## config.mk

```make
export PLATFORM = sky130hd
export DESIGN_NAME = qdec_frontend
export DESIGN_NICKNAME = d
export VERILOG_FILES = /design/src/rtl/qdec_pkg.sv /design/src/rtl/qdec_sync.sv /design/src/rtl/qdec_cond.sv /design/src/rtl/qdec_core.sv /design/src/rtl/qdec_frontend.sv
export SDC_FILE = /design/constraint.sdc
export NUM_CORES = 1
export LEC_CHECK = 0
export BUFFER_PORTS_ARGS = -buffer_cell sky130_fd_sc_hd__buf_2
export CAP_MARGIN = 25
export CELL_PAD_IN_SITES_DETAIL_PLACEMENT = 0
export CELL_PAD_IN_SITES_GLOBAL_PLACEMENT = 2
export CORE_MARGIN = 3
export CORE_UTILIZATION = 27
export CTS_CLUSTER_DIAMETER = 100
export DETAILED_ROUTE_END_ITERATION = 6
export PLACE_DENSITY_LB_ADDON = 0.12
export SLEW_MARGIN = 20
export SYNTH_ARGS = -nofsm -noshare
export SYNTH_HDL_FRONTEND = slang
export SYNTH_SLANG_ARGS = --single-unit
```

## constraint.sdc

```tcl
create_clock -name clk -period 1.7 [get_ports clk]
set_input_delay 0.34 -clock clk [delete_from_list [all_inputs] [get_ports clk]]
set_output_delay 0.34 -clock clk [all_outputs]
set_load 0.02 [all_outputs]
```

## src/rtl/qdec_pkg.sv

```systemverilog
// Shared definitions for the quadrature decoder front end.
// Assumes the four encoder lines travel packed in the bit order given here.
package qdec_pkg;

    localparam int NUM_PINS = 4;
    localparam int BIT_A    = 0;
    localparam int BIT_B    = 1;
    localparam int BIT_IDX  = 2;
    localparam int BIT_STRB = 3;

    typedef enum logic [1:0] {
        SRC_QUAD   = 2'd0,
        SRC_CLKDIR = 2'd1,
        SRC_UP     = 2'd2,
        SRC_DOWN   = 2'd3
    } src_mode_t;

endpackage

```

## src/rtl/qdec_sync.sv

```systemverilog
// Multi-flop synchronizer for a bus of independent single-bit lines.
// Assumes each line is asynchronous and that bits need not stay coherent
// with one another. Reset drives every stage to 0.
module qdec_sync #(
    parameter int WIDTH  = 4,
    parameter int STAGES = 2
) (
    input  logic             clk,
    input  logic             rst_n,
    input  logic [WIDTH-1:0] async_in,
    output logic [WIDTH-1:0] sync_out
);

    localparam int LAST = STAGES - 1;

    logic [WIDTH-1:0] stage_q [STAGES];

    // First stage samples the raw pins.
    always_ff @(posedge clk) begin
        if (!rst_n) stage_q[0] <= '0;
        else        stage_q[0] <= async_in;
    end

    for (genvar g = 1; g < STAGES; g++) begin : g_stage
        // Each later stage re-samples the one before it.
        always_ff @(posedge clk) begin
            if (!rst_n) stage_q[g] <= '0;
            else        stage_q[g] <= stage_q[g-1];
        end
    end

    assign sync_out = stage_q[LAST];

endmodule

```

## src/rtl/qdec_cond.sv

```systemverilog
// Input conditioner: per-pin inversion, then optional A/B exchange, then
// index qualification. Purely combinational; assumes synchronized inputs.
module qdec_cond
    import qdec_pkg::*;
(
    input  logic [NUM_PINS-1:0] pins_s,
    input  logic                swap_ab,
    input  logic                inv_a,
    input  logic                inv_b,
    input  logic                inv_idx,
    input  logic                inv_strb,
    input  logic                idx_gate_en,
    output logic                a_c,
    output logic                b_c,
    output logic                idx_c,
    output logic                strb_c
);

    logic pin_a_p;
    logic pin_b_p;
    logic idx_p;

    // Inversion on physical pins, exchange afterwards, gate index on A&B.
    always_comb begin
        pin_a_p = pins_s[BIT_A] ^ inv_a;
        pin_b_p = pins_s[BIT_B] ^ inv_b;
        a_c     = swap_ab ? pin_b_p : pin_a_p;
        b_c     = swap_ab ? pin_a_p : pin_b_p;
        idx_p   = pins_s[BIT_IDX] ^ inv_idx;
        idx_c   = idx_p & (~idx_gate_en | (a_c & b_c));
        strb_c  = pins_s[BIT_STRB] ^ inv_strb;
    end

endmodule

```

## src/rtl/qdec_core.sv

```systemverilog
// Decode engine: compares the conditioned A/B with the previous sample and
// produces registered count, direction and error outputs for the chosen
// source. Assumes static configuration while out of reset. The previous
// sample resets to the current conditioned value so reset reports nothing.
module qdec_core
    import qdec_pkg::*;
(
    input  logic       clk,
    input  logic       rst_n,
    input  logic [1:0] src_sel,
    input  logic       rate_1x,
    input  logic       a_c,
    input  logic       b_c,
    input  logic       idx_c,
    input  logic       strb_c,
    output logic       cnt_pulse,
    output logic       dir_state,
    output logic       dir_chg,
    output logic       phase_err,
    output logic       idx_out,
    output logic       strb_out
);

    src_mode_t  mode;
    logic [1:0] prev_ab;
    logic       chg_a;
    logic       chg_b;
    logic       clk_edge;
    logic       ev_c;
    logic       err_c;
    logic       dir_c;

    assign mode = src_mode_t'(src_sel);

    // Classify the current sample against the previous one.
    always_comb begin
        chg_a    = a_c ^ prev_ab[1];
        chg_b    = b_c ^ prev_ab[0];
        clk_edge = chg_a & (~rate_1x | a_c);
        ev_c     = 1'b0;
        err_c    = 1'b0;
        dir_c    = dir_state;
        case (mode)
            SRC_QUAD: begin
                ev_c  = chg_a ^ chg_b;
                err_c = chg_a & chg_b;
                dir_c = chg_a ? (a_c ^ b_c) : ~(a_c ^ b_c);
            end
            SRC_CLKDIR: begin
                ev_c  = clk_edge;
                dir_c = b_c;
            end
            SRC_UP: begin
                ev_c  = clk_edge;
                dir_c = 1'b1;
            end
            default: begin
                ev_c  = clk_edge;
                dir_c = 1'b0;
            end
        endcase
    end

    // Register events, direction state and forwarded index/strobe.
    always_ff @(posedge clk) begin
        if (!rst_n) begin
            prev_ab   <= {a_c, b_c};
            cnt_pulse <= 1'b0;
            dir_state <= 1'b1;
            dir_chg   <= 1'b0;
            phase_err <= 1'b0;
            idx_out   <= 1'b0;
            strb_out  <= 1'b0;
        end else begin
            prev_ab   <= {a_c, b_c};
            cnt_pulse <= ev_c;
            dir_chg   <= ev_c & (dir_c != dir_state);
            phase_err <= err_c;
            idx_out   <= idx_c;
            strb_out  <= strb_c;
            if (ev_c) dir_state <= dir_c;
        end
    end

endmodule

```

## src/rtl/qdec_frontend.sv

```systemverilog
// Top of the quadrature decoder front end: synchronizer, conditioner and
// decode engine in series. Assumes all configuration ports are static
// while out of reset.
module qdec_frontend
    import qdec_pkg::*;
#(
    parameter int SYNC_STAGES = 2
) (
    input  logic       clk,
    input  logic       rst_n,
    input  logic       enc_a,
    input  logic       enc_b,
    input  logic       enc_idx,
    input  logic       enc_strb,
    input  logic [1:0] src_sel,
    input  logic       rate_1x,
    input  logic       swap_ab,
    input  logic       inv_a,
    input  logic       inv_b,
    input  logic       inv_idx,
    input  logic       inv_strb,
    input  logic       idx_gate_en,
    output logic       cnt_pulse,
    output logic       dir_state,
    output logic       dir_chg,
    output logic       phase_err,
    output logic       idx_out,
    output logic       strb_out
);

    logic [NUM_PINS-1:0] pins_raw;
    logic [NUM_PINS-1:0] pins_s;
    logic                a_c;
    logic                b_c;
    logic                idx_c;
    logic                strb_c;

    // Pack the raw pins in package bit order.
    always_comb begin
        pins_raw           = '0;
        pins_raw[BIT_A]    = enc_a;
        pins_raw[BIT_B]    = enc_b;
        pins_raw[BIT_IDX]  = enc_idx;
        pins_raw[BIT_STRB] = enc_strb;
    end

    qdec_sync #(
        .WIDTH  (NUM_PINS),
        .STAGES (SYNC_STAGES)
    ) u_sync (
        .clk      (clk),
        .rst_n    (rst_n),
        .async_in (pins_raw),
        .sync_out (pins_s)
    );

    qdec_cond u_cond (
        .pins_s      (pins_s),
        .swap_ab     (swap_ab),
        .inv_a       (inv_a),
        .inv_b       (inv_b),
        .inv_idx     (inv_idx),
        .inv_strb    (inv_strb),
        .idx_gate_en (idx_gate_en),
        .a_c         (a_c),
        .b_c         (b_c),
        .idx_c       (idx_c),
        .strb_c      (strb_c)
    );

    qdec_core u_core (
        .clk       (clk),
        .rst_n     (rst_n),
        .src_sel   (src_sel),
        .rate_1x   (rate_1x),
        .a_c       (a_c),
        .b_c       (b_c),
        .idx_c     (idx_c),
        .strb_c    (strb_c),
        .cnt_pulse (cnt_pulse),
        .dir_state (dir_state),
        .dir_chg   (dir_chg),
        .phase_err (phase_err),
        .idx_out   (idx_out),
        .strb_out  (strb_out)
    );

endmodule

```

After elaboration in Yosys (flattened, before gate mapping)
Memory sizes are Yosys's and may differ from the RTL's.
Index checks and enable logic that the tools add are counted.
- eq/ne operators: 3
- multiplexer cells: 9
- bitwise logic cells: 20
- reductions and logical operators: 2
- operators with widths (kind ; count):
    $mux W4 ; 2
    $xor A1 B1 Y1 ; 8
    $mux W1 ; 6
    $and A1 B1 Y1 ; 5
    $or A1 B1 Y1 ; 4
    $not A1 Y1 ; 3
    $pmux W1 S3 ; 1
    $eq A2 B1 Y1 const B ; 1
    $eq A2 B2 Y1 const B ; 1
    $logic_not A2 Y1 ; 1
    $reduce_and A2 Y1 ; 1
    $ne A1 B1 Y1 ; 1
- flip-flop bits (word level): 8
- bits in writable memories: 8
- input bits: 15
- output and inout bits: 6
- logic and storage cells: 42
- memories: 1
- memories (memory ; depth ; width ; rd ports ; clocked after memory_dff ; wr ports ; line ; text):
    u_sync.stage_q ; 2 ; 4 ; 2 ; 0 ; 2 ; qdec_sync.sv:16 ; logic [WIDTH-1:0] stage_q [STAGES];

Longest topological paths before layout
Gate-level depths: netlist (run 1).
- word-level depth: 8
- mapped depth: 6
- depth with buffers taken out: 6

Hierarchy
Synthesis (run 1) repeated with hierarchy kept, for this count alone.
- cells, all modules: 58
- area, all modules: 630.6 sq um
- by module, submodules not included (module ; times used ; cells each ; area each (sq um) ; sequential area each (sq um)):
    qdec_core ; 1 ; 34 ; 350.3 ; 160.2
    qdec_sync ; 1 ; 16 ; 210.2 ; 160.2
    qdec_cond ; 1 ; 8 ; 70.1 ; 0.0

Worst setup path after synthesis (run 1)
OpenSTA, ideal clock, no wires.
- path kind: input -> register
- start: input port inv_b
- end: register u_core.dir_state
- setup time: 72 ps
- data arrival time: 1668 ps
- data required time: 1628 ps
- setup slack: -40 ps
- stages: 6
- path buffers: 0
- cell sequence: xnor2_2 -> mux2i_1 -> xor2_1 -> ha_1 -> a211oi_2 -> mux2i_1
- word-level cells in the longest chain between the ends: 6
- elaborated cells on any way between the ends: 13
- those cells by class: 5 x mux; 8 x bitwise
- ends and longest elaborated chain (item ; line ; text):
    start, declared ; qdec_frontend.sv:19 ; input logic inv_b,
    $xor A1 B1 Y1 * ; qdec_cond.sv:26 ; pin_b_p = pins_s[BIT_B] ^ inv_b;
    $mux W1 * ; qdec_cond.sv:28 ; b_c = swap_ab ? pin_a_p : pin_b_p;
    named net b_c ; qdec_frontend.sv:34 ; logic b_c;
    $xor A1 B1 Y1 ; qdec_core.sv:47 ; dir_c = chg_a ? (a_c ^ b_c) : ~(a_c ^ b_c);
    $not A1 Y1 ; qdec_core.sv:47 ;
    $mux W1 ; qdec_core.sv:47 ;
    $pmux W1 S3 ; qdec_core.sv:43 ; case (mode)
    end signal, assigned ; qdec_core.sv:81 ; if (ev_c) dir_state <= dir_c;
    end, declared ; qdec_core.sv:17 ; output logic dir_state,
The timed path passes the listed nets; every way through them passes the cells marked *.
A chain may end at the register's enable or synchronous reset.

==> results.py, run 1 <==
metrics = {
    "place": {
        "dp_hpwl_um": 962,
        "gp_congestion": 0.704,
        "io_buffers": 20,
        "place_worst_setup_slack_ns": -0.244,
    },
    "clock_network": {
        "clkSinkCount": 16,
        "path_clk_slew_ns": 0.09,
        "htreeDepth": 1,
        "tritoncts": "yes",
        "cts_root_buf": "clkbuf_4",
        "hold_buffers": 0,
        "clk_latency_ns": 0.28,
        "cts_buffers": 3,
        "cts_buffer_depth": 2,
    },
    "logic_synthesis": {
        "async_flop_share_pct": 0,
        "yosys.cell_types.count": 26,
        "yosysSeqAreaShare_pct": 46.5,
        "synth_area_leader_cell": "dfxtp_1",
        "syn_nets": 77,
        "ys_ff_latch": 16,
        "synth_common_cells": "dfxtp_1, and2_1, nor2_1",
        "synth_area_per_cell_um2": 11.3,
        "yosys_most_used_dff": "dfxtp_1",
        "netlist_area_um2": 688,
        "yosys_warnings": 0,
        "synth_most_common_cell": "dfxtp_1",
        "netlist_top_cells_area": "dfxtp_1, and2_1, xnor2_2",
        "synthesis.instances": 61,
        "synth_top_area_share_pct": 46.5,
        "synth_edf_count": 0,
    },
    "floorplan": {
        "ioPinCount": 21,
        "dieArea_um2": 3190,
        "die_w_um": 56.5,
        "coreArea_um2": 2320,
        "die_height_um": 56.5,
        "start_util_pct": 29.7,
        "row_count": 17,
    },
    "routing": {
        "routedWlPerCell_um": 10.4,
        "drtIter0Drc": 2,
        "first_pass_iters": 2,
        "vias": 501,
        "drc": 0,
        "ant_nets": 0,
        "via_per_inst": 4.25,
        "finalWirelength_um": 1230,
    },
    "worst_setup_path": {
        "slowest_delay_ns": 0.35,
        "critPathRequiredTime_ns": 1.88,
        "r2r_start": "u_sync.stage_q[1][1]",
        "cp-start-kind": "register",
        "arrival_ns": 1.87,
        "r2r_setup_slack_ns": 0.008,
        "timing_worst_setup_path_type": "register to register",
        "worst-r2r-cell-count": 7,
        "cp-end-kind": "register",
        "cp_top_family": "flip-flops",
        "worst_r2r_endpoint": "u_core.dir_chg",
        "worstPathCellList": "xnor2_4 -> mux2i_4 -> xnor2_2 -> ha_1 -> a211oi_4 -> buf_4 -> nor4_2",
        "path_buf_inv": 1,
        "crit_slowest_cell": "dfxtp_2",
        "critPathMaxFanout": 3,
    },
    "grt": {
        "grt_usage_pct": 8.68,
        "grt_start_max_net_pins": 13,
        "gr-total-overflow": 0,
        "grt_pass1_wl_um": 2110,
        "antenna_found_initial": 0,
        "grt_pass1_vias": 463,
    },
    "layout": {
        "fillCellCount": 226,
        "antenna_cells": 0,
        "nNetsFinal": 107,
        "final_util_pct": 40.9,
        "areaGrowthSynthToFinish_pct": 37.6,
        "final-seq-area_um2": 323,
        "drive_gt1_share_pct": 47.8,
        "multi_input_area_um2": 389,
    },
    "timing": {
        "setup_violations": 0,
        "setup_ws_ns": 0.00808,
        "holdWs_ns": 0.258,
        "fin_crit_ns": 1.69,
        "finalCritPeriodShare_pct": 99.5,
        "worst_clock_skew_ns": 0.00342,
        "fin_setup_tns_ns": 0,
        "relSlewSlack_pct": 71.5,
        "fmax_ghz": 0.591,
        "tightest_slew_ns": 0.426,
        "drv_slew": 0,
        "rsz0062_at_grt": "yes",
        "hold_viol": 0,
    },
    "min_path": {
        "worstHoldPathType": "primary input to register",
        "hold_path_startpoint": "enc_b",
        "hold_end": "u_sync.stage_q[0][1]",
        "min_delay_path_depth": 2,
    },
    "run_status": {
        "outcome": "finished clean",
    },
    "pwr": {
        "finalPower_uw": 882,
        "p_per_area_nw_per_um2": 932,
        "ir_drop_v": 0.000528,
        "p_leak_nw": 0.430,
    },
    "flow_run": {
        "drv_cap": 0,
    },
}
==> how the worst max path moves through the flow <==
| stage | endpoint | depth (start not counted) | start |
|---|---|---|---|
| detailed placement | u_core.dir_state | 7 | inv_a |
| floorplan | u_core.dir_state | 6 | swap_ab |
| finish | u_core.dir_chg | 7 | u_sync.stage_q[1][1] |
| global route | u_core.dir_state | 6 | u_sync.stage_q[1][1] |
| global placement | u_core.dir_state | 7 | inv_b |
| CTS | u_core.dir_state | 6 | u_sync.stage_q[1][0] |
==> worst register-to-register path, delay by kind of cell (launching register included) <==
family          cells  cell delay, ns
simple gates        1            0.04
compound gates      1            0.27
xor+xnor            2            0.33
buf+inv             1            0.16
flops               1            0.35
mux                 1            0.12
fa+ha+maj           1            0.32
==> metrics by stage <==
step                      cell area (um^2)  cells
after CTS                              928    117
final                                  947    118
after global routing                   947    118
after global placement                 883    113
after detailed placement               883    113
after floorplan                        721     61
==> power by group <==
part | internal, mW | total, mW | switching [mW]
Clock | 0.130 | 0.249 | 0.119
Sequential | 0.404 | 0.417 | 0.0130
Combinational | 0.111 | 0.217 | 0.106
Total | 0.645 | 0.882 | 0.237
==> sequential cells by signal, summed over array words and instances, names as in the netlist <==
| name | cells |
|---|---|
| u_core.prev_ab | 2 |
| u_core.phase_err | 1 |
| u_core.dir_chg | 1 |
| u_core.strb_out | 1 |
| u_core.idx_out | 1 |
| u_sync.stage_q | 8 |
| u_core.cnt_pulse | 1 |
| u_core.dir_state | 1 |
==> kinds of logic after synthesis <==
group	after synthesis	share of synthesized area (%)
and+or+nand+nor	23	23.3
DFF	16	46.5
xor gates and xnor gates	7	11.1
AOI/OAI and AO/OA	6	8.18
buffers and inverters	5	2.91
muxes	3	6.18
adders and majority gates	1	1.82
==> metal layers <==
metal / global-route usage (%) / wire [um] / vias to the layer above / share of wire (%)
li1: - / - / 268 / -
met1: 9.92 / 561 / 221 / 46
met2: 13.9 / 581 / 12 / 47
met3: 5.06 / 82 / 0 / 6.7
met4: 2.03 / 0 / 0 / 0
met5: 0 / 0 / - / 0
==> cell type report <==
| cell class | count | area share (%) |
|---|---|---|
| multi-input cells | 40 | 41.1 |
| inverters | 3 | 1.19 |
| clock buffers | 4 | 3.83 |
| repair buffers | 27 | 16.1 |
| flip-flops and latches | 16 | 34.1 |
| well taps | 28 | 3.70 |
==> cells in the final DEF (no fill, tap or decap), types with 2 or more instances in the layout <==
master    instances
clkbuf_4          3
xnor2_4           2
inv_1             3
buf_4             7
dfxtp_2           2
and2_1            8
buf_2            20
xor2_1            3
and3_1            3
nor4_2            2
nor2_1            4
dfxtp_1          14
==> repair_timing <==
item,4_1_cts,5_1_grt
setup buffers,0,1
gates resized for setup,2,2
pin swaps,1,0
endpoints found under the setup margin,3,3
No activity file was read; power rests on OpenSTA's default activity.
==> run 2: changes to the inputs <==
CORE_ASPECT_RATIO = 1.5   (was unset)
==> results.py, run 2 (same netlist as run 1, synthesis figures left out) <==
metrics = {
    "timing": {
        "fin_setup_tns_ns": -0.00433,
        "setup_ws_ns": -0.00433,
        "finalCritPeriodShare_pct": 100,
        "fmax_ghz": 0.587,
        "drv_slew": 0,
        "rsz0062_at_grt": "yes",
        "setup_violations": 1,
        "hold_viol": 0,
        "tightest_slew_ns": 0.438,
        "relSlewSlack_pct": 70.6,
        "worst_clock_skew_ns": 0.00164,
        "fin_crit_ns": 1.70,
    },
    "run_status": {
        "outcome": "finished, violations left",
        "violations": "setup timing",
    },
    "grt": {
        "grt_start_max_net_pins": 13,
        "grt_pass1_wl_um": 2180,
        "antenna_found_initial": 0,
        "grt_pass1_vias": 533,
        "gr-total-overflow": 0,
        "grt_usage_pct": 9.66,
    },
    "layout": {
        "layout_common_cells": "buf_2, dfxtp_1, and2_1, buf_4, nor2_1",
        "largest-register": "u_sync.stage_q",
        "drive_gt1_share_pct": 47.3,
        "fillCellCount": 239,
        "layout_commonest_cell": "buf_2",
        "final-seq-area_um2": 323,
        "nNetsFinal": 108,
        "antenna_cells": 0,
        "top_regs": "u_sync.stage_q x8, u_core.prev_ab x2",
        "areaGrowthSynthToFinish_pct": 36.7,
        "largest_reg_flops": 8,
        "multi_input_area_um2": 382,
        "fin_area_um2": 941,
    },
    "floorplan": {
        "start_util_pct": 29.4,
        "die_height_um": 67.8,
        "coreArea_um2": 2340,
        "ioPinCount": 21,
        "row_count": 21,
        "dieArea_um2": 3200,
        "die_w_um": 47.2,
    },
    "clock_network": {
        "hold_buffers": 0,
        "clk_latency_ns": 0.28,
        "cts_buffer_depth": 2,
        "tritoncts": "yes",
        "htreeDepth": 1,
        "cts_buffers": 3,
        "clkSinkCount": 16,
        "path_clk_slew_ns": 0.09,
        "cts_root_buf": "clkbuf_4",
    },
    "routing": {
        "via_per_inst": 4.54,
        "vias": 517,
        "finalWirelength_um": 1240,
        "ant_nets": 0,
        "first_pass_iters": 2,
        "drc": 0,
        "routedWlPerCell_um": 10.9,
        "drtIter0Drc": 5,
    },
    "pwr": {
        "p_per_area_nw_per_um2": 930,
        "p_leak_nw": 0.429,
        "ir_drop_v": 0.000457,
        "finalPower_uw": 875,
    },
    "worst_setup_path": {
        "arrival_ns": 1.92,
        "path_buf_inv": 0,
        "worst-r2r-cell-count": 6,
        "r2r_start": "u_sync.stage_q[1][0]",
        "cp-start-kind": "register",
        "slowest_delay_ns": 0.36,
        "cp-end-kind": "register",
        "critPathMaxFanout": 3,
        "worstPathCellList": "xnor2_4 -> mux2i_2 -> xor2_1 -> ha_1 -> a211oi_4 -> mux2i_1",
        "critPathRequiredTime_ns": 1.92,
        "timing_worst_setup_path_type": "register to register",
        "r2r_setup_slack_ns": -0.004,
        "crit_slowest_cell": "dfxtp_2",
        "cp_top_family": "multiplexers",
        "worst_r2r_endpoint": "u_core.dir_state",
    },
    "min_path": {
        "hold_path_startpoint": "enc_strb",
        "worstHoldPathType": "primary input to register",
        "min_delay_path_depth": 2,
        "hold_end": "u_sync.stage_q[0][3]",
    },
    "place": {
        "gp_congestion": 0.707,
        "postPlaceCellArea_um2": 885,
        "io_buffers": 20,
        "dp_hpwl_um": 1000,
    },
    "flow_run": {
        "drv_cap": 0,
    },
}
run 2: cell type report:
class / count / area share [%]
clock buffers: 4 / 3.86
inverters: 3 / 1.20
multi-input cells: 40 / 40.6
flip-flops and latches: 16 / 34.3
well taps: 23 / 3.06
repair buffers: 28 / 17.0
run 2: worst max-delay path by stage:
stage,startpoint,endpoint,slack [ns],depth (start not counted)
finish,u_sync.stage_q[1][0],u_core.dir_state,-0.004,6
global route,u_sync.stage_q[1][0],u_core.dir_state,-0.17,6
CTS,u_sync.stage_q[1][0],u_core.dir_state,-0.05,6
detailed placement,inv_a,u_core.dir_state,-0.25,7
global placement,inv_a,u_core.dir_state,-0.18,7
floorplan,swap_ab,u_core.dir_state,0.007,6
run 2: layer usage:
| layer | vias up | global-route usage [%] | wire length, um |
|---|---|---|---|
| met4 | 0 | 6.23 | 16 |
| met3 | 2 | 1.84 | 48 |
| met1 | 238 | 11.0 | 546 |
| met2 | 9 | 15.8 | 625 |
| li1 | 268 | - | - |
| met5 | - | 0 | 0 |
run 2: metrics by stage:
stage,setup WS (ns),utilization [%],hold slack [ns],std cells
final,-0.00433,40.2,0.262,114
after global routing,-0.165,40.2,0.258,114
after CTS,-0.0495,39.8,0.249,113
after detailed placement,-0.252,37.8,0.423,109
after global placement,-0.176,37.8,0.414,109
after floorplan,0.00686,-,0.412,61
run 2: where the power goes:
group / switching (mW) / internal, mW
registers: 0.0129 / 0.404
logic: 0.105 / 0.108
clock network: 0.115 / 0.130
run 2: repair_timing:
action                     in CTS  in global routing
buffers inserted                0                  1
pin swaps                       1                  0
resized for setup               2                  1
setup endpoints to repair       3                  3
==> run 3: changes to the inputs <==
CORE_UTILIZATION = 32   (was 27)
clock period = 2.1 ns   (was 1.7 ns; I/O delays follow)
==> results.py, run 3 (same netlist as run 1, synthesis figures left out) <==
metrics = {
    "run_status": {
        "outcome": "finished clean",
    },
    "layout": {
        "final_util_pct": 43.0,
        "drive_gt1_share_pct": 37.8,
        "fillCellCount": 200,
        "layout_common_cells": "buf_2, dfxtp_1, and2_1",
        "stdcell_count": 103,
        "areaGrowthSynthToFinish_pct": 20.4,
        "largest-register": "u_sync.stage_q",
        "top_regs": "u_sync.stage_q x8, u_core.prev_ab x2",
        "largest_reg_flops": 8,
        "nNetsFinal": 100,
        "layout_commonest_cell": "buf_2",
        "antenna_cells": 0,
    },
    "clock_network": {
        "cts_buffer_depth": 2,
        "htreeDepth": 1,
        "cts_buffers": 3,
        "hold_buffers": 0,
        "clk_latency_ns": 0.28,
        "path_clk_slew_ns": 0.08,
        "cts.repair.resized": 0,
        "postCtsSetupBuffers": 0,
        "tritoncts": "yes",
        "cts_root_buf": "clkbuf_4",
        "clkSinkCount": 16,
    },
    "worst_setup_path": {
        "arrival_ns": 2.07,
        "timing_worst_setup_path_type": "register to register",
        "cp-end-kind": "register",
        "cp-start-kind": "register",
        "worst-r2r-cell-count": 6,
        "critPathRequiredTime_ns": 2.31,
        "critPathMaxFanout": 5,
    },
    "place": {
        "gp_congestion": 0.710,
        "place_worst_setup_slack_ns": -0.00725,
        "place_inst": 100,
        "io_buffers": 20,
        "dp_hpwl_um": 920,
    },
    "grt": {
        "grt_pass1_vias": 489,
        "grt_pass1_wl_um": 2080,
        "gr-total-overflow": 0,
        "antenna_found_initial": 0,
        "grt_start_max_net_pins": 13,
        "grt_usage_pct": 9.99,
    },
    "timing": {
        "relSlewSlack_pct": 71.8,
        "worst_clock_skew_ns": 0.00326,
        "hold_viol": 0,
        "finalCritPeriodShare_pct": 88.4,
        "holdWs_ns": 0.335,
        "setup_violations": 0,
        "rsz0062_at_grt": "no",
        "fmax_ghz": 0.539,
        "setup_ws_ns": 0.243,
        "drv_slew": 0,
        "fin_crit_ns": 1.86,
        "tightest_slew_ns": 0.422,
    },
    "floorplan": {
        "start_util_pct": 35.7,
        "dieArea_um2": 2750,
        "ioPinCount": 21,
        "coreArea_um2": 1930,
        "die_w_um": 43.9,
        "die_height_um": 62.8,
        "row_count": 19,
    },
    "routing": {
        "drc": 0,
        "finalWirelength_um": 1160,
        "routedWlPerCell_um": 11.2,
        "drtIter0Drc": 10,
        "wl_met2_um": 570,
        "ant_nets": 0,
        "via_per_inst": 4.85,
        "vias": 500,
        "first_pass_iters": 2,
        "wl_met3_um": 78,
        "met1Wirelength_um": 475,
        "top_layer_used": "met4",
    },
    "pwr": {
        "p_leak_nw": 0.380,
        "ir_drop_v": 0.000333,
        "finalPower_uw": 627,
        "p_per_area_nw_per_um2": 757,
    },
    "min_path": {
        "min_delay_path_depth": 2,
        "worstHoldPathType": "primary input to register",
    },
    "flow_run": {
        "drv_cap": 0,
    },
}
-- run 3: changes by cell type in the layout (fill, tap and decap cells not counted), moves of 2 or more --
cell,change
buf_4,-8
dfxtp_1,+2
dfxtp_2,-2
xnor2_2,+2
xnor2_4,-2
-- run 3: final cells by class --
| type | count | area, um^2 | share of cell area (%) |
|---|---|---|---|
| Tap cell | 21 | 26.3 | 3.17 |
| Sequential cell | 16 | 320 | 38.7 |
| Multi-Input combinational cell | 40 | 348 | 42.0 |
| Inverter | 3 | 11.3 | 1.36 |
| Timing Repair Buffer | 20 | 100 | 12.1 |
| Clock buffer | 3 | 22.5 | 2.72 |
-- run 3: critical path, cell delays in order, from the launching register on --
cell,delay [ns]
dfxtp_1,0.35
xnor2_2,0.28
mux2i_1,0.16
xor2_1,0.17
ha_1,0.29
a211oi_2,0.32
mux2i_1,0.22
-- run 3: final timing paths --
path,startpoint,to,slack [ns]
min reg2reg,u_sync.stage_q[0][0],u_sync.stage_q[1][0],0.44
min,enc_idx,u_sync.stage_q[0][2],0.34
max reg2reg,u_sync.stage_q[1][0],u_core.dir_state,0.24
max,u_sync.stage_q[1][0],u_core.dir_state,0.24
-- run 3: power breakdown --
group / leakage (nW) / switching [mW] / total, mW / internal (mW)
combinational: 0.233 / 0.0732 / 0.136 / 0.0628
sequential: 0.132 / 0.00958 / 0.336 / 0.326
clock: 0.0138 / 0.0884 / 0.155 / 0.0666
total: 0.380 / 0.171 / 0.627 / 0.456
-- run 3: routing by layer --
layer | up-vias | global-route usage (%)
met5 | - | 0
met4 | 0 | 6.79
met3 | 4 | 3.17
met2 | 13 | 15.9
met1 | 231 | 10.8
li1 | 252 | -
-- run 3: metrics by stage --
| step | instance area [um^2] | setup TNS (ns) |
|---|---|---|
| 6_report | 828 | 0 |
| 4_1_cts | 828 | 0 |
| 2_1_floorplan | 688 | 0 |
| 5_1_grt | 828 | 0 |
| 3_5_place_dp | 806 | -0.00725 |
| 3_3_place_gp | 806 | 0 |
